$ cat config.mk
export PLATFORM = sky130hd
export DESIGN_NAME = pwm_cap_timer
export DESIGN_NICKNAME = d
export VERILOG_FILES = /design/src/rtl/tmr_pkg.sv /design/src/rtl/tmr_sync.sv /design/src/rtl/tmr_prescale.sv /design/src/rtl/tmr_core.sv /design/src/rtl/pwm_cap_timer.sv
export SDC_FILE = /design/constraint.sdc
export NUM_CORES = 1
export LEC_CHECK = 0
export CORE_MARGIN = 5
export CORE_UTILIZATION = 60
export CTS_BUF_LIST = sky130_fd_sc_hd__clkbuf_2 sky130_fd_sc_hd__clkbuf_4 sky130_fd_sc_hd__clkbuf_8
export DETAILED_ROUTE_END_ITERATION = 8
export PLACE_DENSITY = 0.8
export SETUP_SLACK_MARGIN = 0.05
export SKIP_CTS_REPAIR_TIMING = 1
export SYNTH_ARGS = -nofsm -noshare
export SYNTH_HDL_FRONTEND = slang
export SYNTH_SLANG_ARGS = --single-unit
export TNS_END_PERCENT = 5
$ cat constraint.sdc
create_clock -name clk_i -period 9 [get_ports clk_i]
set_clock_uncertainty 0.1 [all_clocks]
set_input_delay 0.9 -clock clk_i [delete_from_list [all_inputs] [get_ports clk_i]]
set_output_delay 0.9 -clock clk_i [all_outputs]
set_load 0.01 [all_outputs]
$ cat src/rtl/tmr_pkg.sv
package tmr_pkg;

    localparam int PRE_W  = 5;
    localparam int ADDR_W = 2;

    localparam logic [ADDR_W-1:0] ADDR_CTRL  = 2'd0;
    localparam logic [ADDR_W-1:0] ADDR_RISE  = 2'd1;
    localparam logic [ADDR_W-1:0] ADDR_FALL  = 2'd2;
    localparam logic [ADDR_W-1:0] ADDR_COUNT = 2'd3;

    typedef enum logic [1:0] {
        MODE_PWM = 2'd0,
        MODE_CAP = 2'd1,
        MODE_TMR = 2'd2,
        MODE_EVT = 2'd3
    } tmr_mode_e;

    typedef struct packed {
        logic             irq_fall_en;
        logic             irq_rise_en;
        logic             run;
        logic             out_en;
        logic [1:0]       edge_sel;
        logic             gate_en;
        logic             single;
        tmr_mode_e        mode;
        logic [PRE_W-1:0] prescale;
    } ctrl_t;

    localparam int CTRL_W = $bits(ctrl_t);

endpackage

$ cat src/rtl/tmr_sync.sv
module tmr_sync #(
    parameter int STAGES = 2
) (
    input  logic clk_i,
    input  logic rst_ni,
    input  logic d_i,
    output logic lvl_o,
    output logic rise_o,
    output logic fall_o
);

    logic [STAGES:0] sh_q, sh_d;

    always_comb begin
        sh_d = {sh_q[STAGES-1:0], d_i};
    end

    always_ff @(posedge clk_i or negedge rst_ni) begin
        if (!rst_ni) sh_q <= '0;
        else         sh_q <= sh_d;
    end

    // sh_q[STAGES-1] is the synchronized level; sh_q[STAGES] is its previous value
    assign lvl_o  = sh_q[STAGES-1];
    assign rise_o = sh_q[STAGES-1] & ~sh_q[STAGES];
    assign fall_o = ~sh_q[STAGES-1] & sh_q[STAGES];

endmodule

$ cat src/rtl/tmr_prescale.sv
module tmr_prescale #(
    parameter int PRE_W = 5
) (
    input  logic             clk_i,
    input  logic             rst_ni,
    input  logic             en_i,
    input  logic             clr_i,
    input  logic [PRE_W-1:0] shift_i,
    output logic             tick_o
);

    localparam int DIV_W = 2 ** PRE_W;

    logic [DIV_W-1:0] div_q, div_d;
    logic [DIV_W-1:0] limit;

    always_comb begin
        limit  = (DIV_W'(1) << shift_i) - DIV_W'(1);
        tick_o = en_i && !clr_i && (div_q == limit);
        if (clr_i || !en_i || tick_o) div_d = '0;
        else                          div_d = div_q + DIV_W'(1);
    end

    always_ff @(posedge clk_i or negedge rst_ni) begin
        if (!rst_ni) div_q <= '0;
        else         div_q <= div_d;
    end

    // with a divider above one, two ticks never come back to back
    p_tick_gap_r2: assert property (@(posedge clk_i) disable iff (!rst_ni)
        (tick_o && shift_i != '0 && !clr_i) |=> !tick_o);

endmodule

$ cat src/rtl/tmr_core.sv
module tmr_core
    import tmr_pkg::*;
#(
    parameter int CNT_W = 16
) (
    input  logic              clk_i,
    input  logic              rst_ni,
    input  logic              wr_en_i,
    input  logic [ADDR_W-1:0] wr_addr_i,
    input  logic [CNT_W-1:0]  wr_data_i,
    input  logic              rd_en_i,
    input  logic [ADDR_W-1:0] rd_addr_i,
    output logic [CNT_W-1:0]  rd_data_o,
    input  logic              tick_i,
    input  logic              gate_lvl_i,
    input  logic              evt_rise_i,
    input  logic              evt_fall_i,
    input  logic              cap_rise_i,
    input  logic              cap_fall_i,
    output logic              pre_en_o,
    output logic              pre_clr_o,
    output logic [PRE_W-1:0]  prescale_o,
    output logic              pwm_o,
    output logic              irq_rise_o,
    output logic              irq_fall_o
);

    typedef struct packed {
        ctrl_t            ctrl;
        logic [CNT_W-1:0] cnt;
        logic [CNT_W-1:0] rise_a;
        logic [CNT_W-1:0] fall_a;
        logic [CNT_W-1:0] rise_s;
        logic [CNT_W-1:0] fall_s;
        logic             pwm;
        logic             irq_r;
        logic             irq_f;
    } state_t;

    state_t           s_q, s_d;
    logic             ctl_wr;
    logic             adv;
    logic             cap_rd;
    logic [CNT_W-1:0] nxt;

    always_comb begin
        ctl_wr = wr_en_i && (wr_addr_i == ADDR_CTRL);
        cap_rd = rd_en_i && ((rd_addr_i == ADDR_RISE) || (rd_addr_i == ADDR_FALL));

        case (s_q.ctrl.mode)
            MODE_PWM, MODE_TMR: adv = tick_i && !(s_q.ctrl.gate_en && gate_lvl_i);
            MODE_CAP:           adv = tick_i;
            default:            adv = s_q.ctrl.run &&
                                      ((s_q.ctrl.edge_sel[0] && evt_rise_i) ||
                                       (s_q.ctrl.edge_sel[1] && evt_fall_i));
        endcase

        s_d       = s_q;
        s_d.irq_r = 1'b0;
        s_d.irq_f = 1'b0;
        nxt       = s_q.cnt;

        if (wr_en_i && wr_addr_i == ADDR_RISE) s_d.rise_s = wr_data_i;
        if (wr_en_i && wr_addr_i == ADDR_FALL) s_d.fall_s = wr_data_i;

        if (ctl_wr) begin
            s_d.ctrl   = ctrl_t'(wr_data_i[CTRL_W-1:0]);
            s_d.cnt    = '0;
            s_d.pwm    = 1'b0;
            s_d.rise_a = s_q.rise_s;
            s_d.fall_a = s_q.fall_s;
        end else if (s_q.ctrl.mode == MODE_CAP) begin
            if (adv) s_d.cnt = s_q.cnt + CNT_W'(1);
            if (s_q.ctrl.run && cap_rise_i) s_d.rise_a = s_q.cnt;
            if (s_q.ctrl.run && cap_fall_i) s_d.fall_a = s_q.cnt;
            if (cap_rd) s_d.ctrl.run = 1'b0;
        end else if (adv) begin
            if (s_q.cnt == s_q.fall_a) begin
                nxt        = '0;
                s_d.rise_a = s_q.rise_s;
                s_d.fall_a = s_q.fall_s;
            end else begin
                nxt = s_q.cnt + CNT_W'(1);
            end
            s_d.cnt = nxt;
            if (nxt == s_d.fall_a) begin
                s_d.pwm   = 1'b0;
                s_d.irq_f = s_q.ctrl.irq_fall_en;
                if (s_q.ctrl.single) s_d.ctrl.run = 1'b0;
            end else if (nxt == s_d.rise_a) begin
                s_d.pwm   = 1'b1;
                s_d.irq_r = s_q.ctrl.irq_rise_en;
            end
        end
    end

    always_ff @(posedge clk_i or negedge rst_ni) begin
        if (!rst_ni) s_q <= '0;
        else         s_q <= s_d;
    end

    always_comb begin
        case (rd_addr_i)
            ADDR_CTRL: rd_data_o = CNT_W'(s_q.ctrl);
            ADDR_RISE: rd_data_o = s_q.rise_a;
            ADDR_FALL: rd_data_o = s_q.fall_a;
            default:   rd_data_o = s_q.cnt;
        endcase
    end

    assign pre_en_o   = s_q.ctrl.run;
    assign pre_clr_o  = ctl_wr;
    assign prescale_o = s_q.ctrl.prescale;
    assign pwm_o      = s_q.pwm && s_q.ctrl.out_en && (s_q.ctrl.mode == MODE_PWM);
    assign irq_rise_o = s_q.irq_r;
    assign irq_fall_o = s_q.irq_f;

    p_gate_hold_r3: assert property (@(posedge clk_i) disable iff (!rst_ni)
        (s_q.ctrl.gate_en && gate_lvl_i && !ctl_wr &&
         (s_q.ctrl.mode == MODE_PWM || s_q.ctrl.mode == MODE_TMR)) |=> $stable(s_q.cnt));

    p_cnt_step_r4: assert property (@(posedge clk_i) disable iff (!rst_ni)
        (s_q.cnt != $past(s_q.cnt)) |-> (s_q.cnt == $past(s_q.cnt) + CNT_W'(1) || s_q.cnt == '0));

    p_shadow_hold_r5: assert property (@(posedge clk_i) disable iff (!rst_ni)
        (s_q.ctrl.mode != MODE_CAP && !ctl_wr) |=> ($stable(s_q.fall_a) || s_q.cnt == '0));

    p_single_stop_r6: assert property (@(posedge clk_i) disable iff (!rst_ni)
        (s_q.irq_f && s_q.ctrl.single && s_q.ctrl.mode != MODE_CAP) |-> !s_q.ctrl.run);

    p_rd_stop_r8: assert property (@(posedge clk_i) disable iff (!rst_ni)
        (s_q.ctrl.mode == MODE_CAP && cap_rd && !ctl_wr) |=> !s_q.ctrl.run);

endmodule

$ cat src/rtl/pwm_cap_timer.sv
module pwm_cap_timer
    import tmr_pkg::*;
#(
    parameter int CNT_W       = 16,
    parameter int SYNC_STAGES = 2
) (
    input  logic              clk_i,
    input  logic              rst_ni,
    input  logic              wr_en_i,
    input  logic [ADDR_W-1:0] wr_addr_i,
    input  logic [CNT_W-1:0]  wr_data_i,
    input  logic              rd_en_i,
    input  logic [ADDR_W-1:0] rd_addr_i,
    output logic [CNT_W-1:0]  rd_data_o,
    input  logic              gate_i,
    input  logic              cap_i,
    output logic              pwm_o,
    output logic              irq_rise_o,
    output logic              irq_fall_o
);

    logic             gate_lvl, evt_rise, evt_fall;
    logic             cap_lvl, cap_rise, cap_fall;
    logic             tick, pre_en, pre_clr;
    logic [PRE_W-1:0] prescale;

    tmr_sync #(.STAGES(SYNC_STAGES)) u_gate_sync (
        .clk_i (clk_i), .rst_ni(rst_ni), .d_i(gate_i),
        .lvl_o (gate_lvl), .rise_o(evt_rise), .fall_o(evt_fall)
    );

    tmr_sync #(.STAGES(SYNC_STAGES)) u_cap_sync (
        .clk_i (clk_i), .rst_ni(rst_ni), .d_i(cap_i),
        .lvl_o (cap_lvl), .rise_o(cap_rise), .fall_o(cap_fall)
    );

    tmr_prescale #(.PRE_W(PRE_W)) u_pre (
        .clk_i (clk_i), .rst_ni(rst_ni), .en_i(pre_en), .clr_i(pre_clr),
        .shift_i(prescale), .tick_o(tick)
    );

    tmr_core #(.CNT_W(CNT_W)) u_core (
        .clk_i      (clk_i),
        .rst_ni     (rst_ni),
        .wr_en_i    (wr_en_i),
        .wr_addr_i  (wr_addr_i),
        .wr_data_i  (wr_data_i),
        .rd_en_i    (rd_en_i),
        .rd_addr_i  (rd_addr_i),
        .rd_data_o  (rd_data_o),
        .tick_i     (tick),
        .gate_lvl_i (gate_lvl),
        .evt_rise_i (evt_rise),
        .evt_fall_i (evt_fall),
        .cap_rise_i (cap_rise),
        .cap_fall_i (cap_fall),
        .pre_en_o   (pre_en),
        .pre_clr_o  (pre_clr),
        .prescale_o (prescale),
        .pwm_o      (pwm_o),
        .irq_rise_o (irq_rise_o),
        .irq_fall_o (irq_fall_o)
    );

    // the capture level itself is not needed; a mid-pulse start therefore counts from the next edge
    p_cap_edge_excl_r7: assert property (@(posedge clk_i) disable iff (!rst_ni)
        cap_rise |=> !cap_rise);

    logic unused_cap_lvl;
    assign unused_cap_lvl = cap_lvl;

endmodule

==> flow_summary.ini <==
[status]
run_status = finished, violations left
violations = design-rule violations

[logic_synthesis]
avgSynthCellArea_um2 = 8.96
syn_nets = 1020
ys_seq_area_share_pct = 38.5
yosysUniqueCellTypes = 80
synthCells = 987
async_reset_ff_share_pct = 100
yosys-top-cells-area = dfrtp_1, xnor2_1, mux2_2, mux2i_1, nor2_1
synth_area_mm2 = 0.00884
synth_top_area_share_pct = 38.5
synth-edff-count = 0
synth_ff_type = dfrtp_1
synth-seq-cells = 136
synth_area_leader_cell = dfrtp_1
ys_warn_count = 0

[power_and_ir_drop]
combPwrFrac_pct = 31.6
vdd_drop_max_mv = 0.183
p_per_area_mw_per_mm2 = 216
intPower_mw = 1.28
leakagePower_nw = 4.05
switching_share_pct = 39.0
power_frac_seq_pct = 43.3
power.switching_uw = 819
p_clk_share_pct = 25.2

[clocking]
root_buffer = clkbuf_8
insertion_delay_ps = 470
cts_buffers = 17
clk_path_buf_depth = 2
cts_sinks = 136
cts.htree.levels = 4
clkTransAtPathRegs_ps = 100
cts_tree = built

[critical_path]
cp-start-kind = register
r2r_end = u_core.s_q[72]
endpoint = u_core.s_q[72]
worstPathMaxFanout = 44
setup.worst_path.class = reg2reg
r2r_cells = 13
crit_start = u_core.prescale_o[4]
worstPathArrival_ps = 5450
ff2ff_setup_slack_ps = 3840
crit_required_ps = 9290
end_kind = register
r2r-start = u_core.prescale_o[4]

[sta]
tns_ps = 0
slew_headroom_pct = 22.2
finalHoldViolCount = 0
final_max_slew_viol_count = 0
rsz0062_at_grt = no
fmax_mhz = 194
timing.final.crit_share_pct = 57.3
period_needed_ps = 5160
finalSetupViolCount = 0
worst_pin_slew_ps = 1160

[cells_and_area]
fillers = 1154
final_cell_mix = dfrtp_1, nor2_1, nand2_1
final_net_count = 1022
final_layout_size_suffix_gt1_share_pct = 10.5
fin_cells = 1186
diodes = 0
final_common_cell = dfrtp_1
stdcell_area_mm2 = 0.00970
area_growth_pct = 9.68

[place]
dp_hpwl_um = 16800
place_inst = 1154
gp_congestion = 0.935
dpl_cell_area_mm2 = 0.00928
portBuffers = 44

[global_route]
antenna_found_initial = 0
grt_pass1_wl_um = 38600
track_usage_pct = 27.5
grt_pass1_vias = 7007
grt-ovfl-total = 0
grt_max_degree = 88

[drt]
via_count = 7864
routed_wl_um = 24200
ant_nets = 0
via_per_inst = 6.63
wl_per_cell_um = 20.4
first_iter_violations = 1301
route.detailed.drc = 8
drtPass1Iterations = 9

[floorplan]
dieArea_mm2 = 0.0173
fp.dieH_um = 131
start_util_pct = 61.1
std_cell_rows = 44
fp.dieW_um = 131
core_mm2 = 0.0145
io_pins = 45

[run]
drv_cap = 0

[min_path]
hp-class = in2async
## cell type report
| type | instances | area, um2 | area share [%] |
|---|---|---|---|
| multi-input cells | 724 | 4920 | 50.8 |
| flip-flops and latches | 136 | 3400 | 35.1 |
| repair buffers | 54 | 517 | 5.33 |
| clock buffers | 17 | 234 | 2.41 |
| well taps | 184 | 230 | 2.37 |
| inverters | 56 | 210 | 2.17 |
| clock inverters | 15 | 181 | 1.87 |
## power groups by stage
stage / clock, mW / combinational (mW) / sequential, mW
floorplan: 0 / 0.506 / 0.835
global placement: 0 / 0.632 / 0.901
detailed placement: 0 / 0.649 / 0.904
CTS: 0.533 / 0.654 / 0.892
global route: 0.556 / 0.725 / 0.916
finish: 0.529 / 0.662 / 0.908
## worst max-delay path, stage by stage, from the launching register on
cell and delay [ps]:
dfrtp_1 370, buf_4 260, or2_0 350, or4b_2 640
ha_1 420, or3b_2 590, o41ai_1 260, a21oi_1 90
xnor2_1 160, nor4_1 340, nand4_2 270, a21boi_2 840
a21boi_0 200, o21ai_0 190
## kinds of logic after synthesis
kind of cell | count (synthesis) | share of synthesized area, %
fa+ha+maj | 7 | 0.990
simple gates | 337 | 19.6
buf+inv | 127 | 5.96
flops | 136 | 38.5
xor+xnor | 92 | 9.11
mux | 81 | 9.76
compound gates | 207 | 16.1
## cells in the mapped netlist, drive strengths merged (26+ instances only)
cell type,n
dfrtp,136
nor2,94
nand2,89
inv,56
xnor2,55
a21oi,53
clkbuf,45
mux2i,42
mux2,39
o22ai,38
xor2,37
nand3,29
o21ai,29
buf,26
## state kept, by name, summed over array words and instances, names as in the netlist
signal             count
u_core.s_q            90
u_pre.div_q           32
u_core.prescale_o      5
u_cap_sync.sh_q        3
u_gate_sync.sh_q       3
u_core.irq_fall_o      1
u_core.irq_rise_o      1
u_core.pre_en_o        1
## worst min path at each step
stage	slack, ps	end	start
after floorplan	230	u_cap_sync.sh_q[1]	u_cap_sync.sh_q[0]
after global placement	230	u_cap_sync.sh_q[1]	u_cap_sync.sh_q[0]
after detailed placement	240	u_gate_sync.sh_q[1]	u_gate_sync.sh_q[0]
after CTS	260	u_gate_sync.sh_q[1]	u_gate_sync.sh_q[0]
after global routing	270	u_gate_sync.sh_q[1]	u_gate_sync.sh_q[0]
final	250	u_pre.div_q[4]	rst_ni
## per-layer routing
metal  wire [um]  GRT usage [%]  part of all wire [%]  vias to the layer above
met5           0              0                     0                        -
met4         362           6.57                   1.5                        0
met3        3210           7.07                    13                       45
met2        9990           36.3                    41                      484
met1       10600           44.4                    44                     3792
li1            -              -                     -                     3543
## through the flow
stage | power, mW | hold slack (ps) | util, % | worst slack [ps]
after floorplan | 1.34 | 231 | - | 4630
after global placement | 1.53 | 231 | 64.1 | 4060
after detailed placement | 1.55 | 236 | 64.1 | 3900
after CTS | 2.08 | 256 | 67.0 | 3910
after global routing | 2.20 | 265 | 67.0 | 3440
final | 2.10 | 250 | 67.0 | 3840
Note: power is estimated with default switching activity, not from simulation.
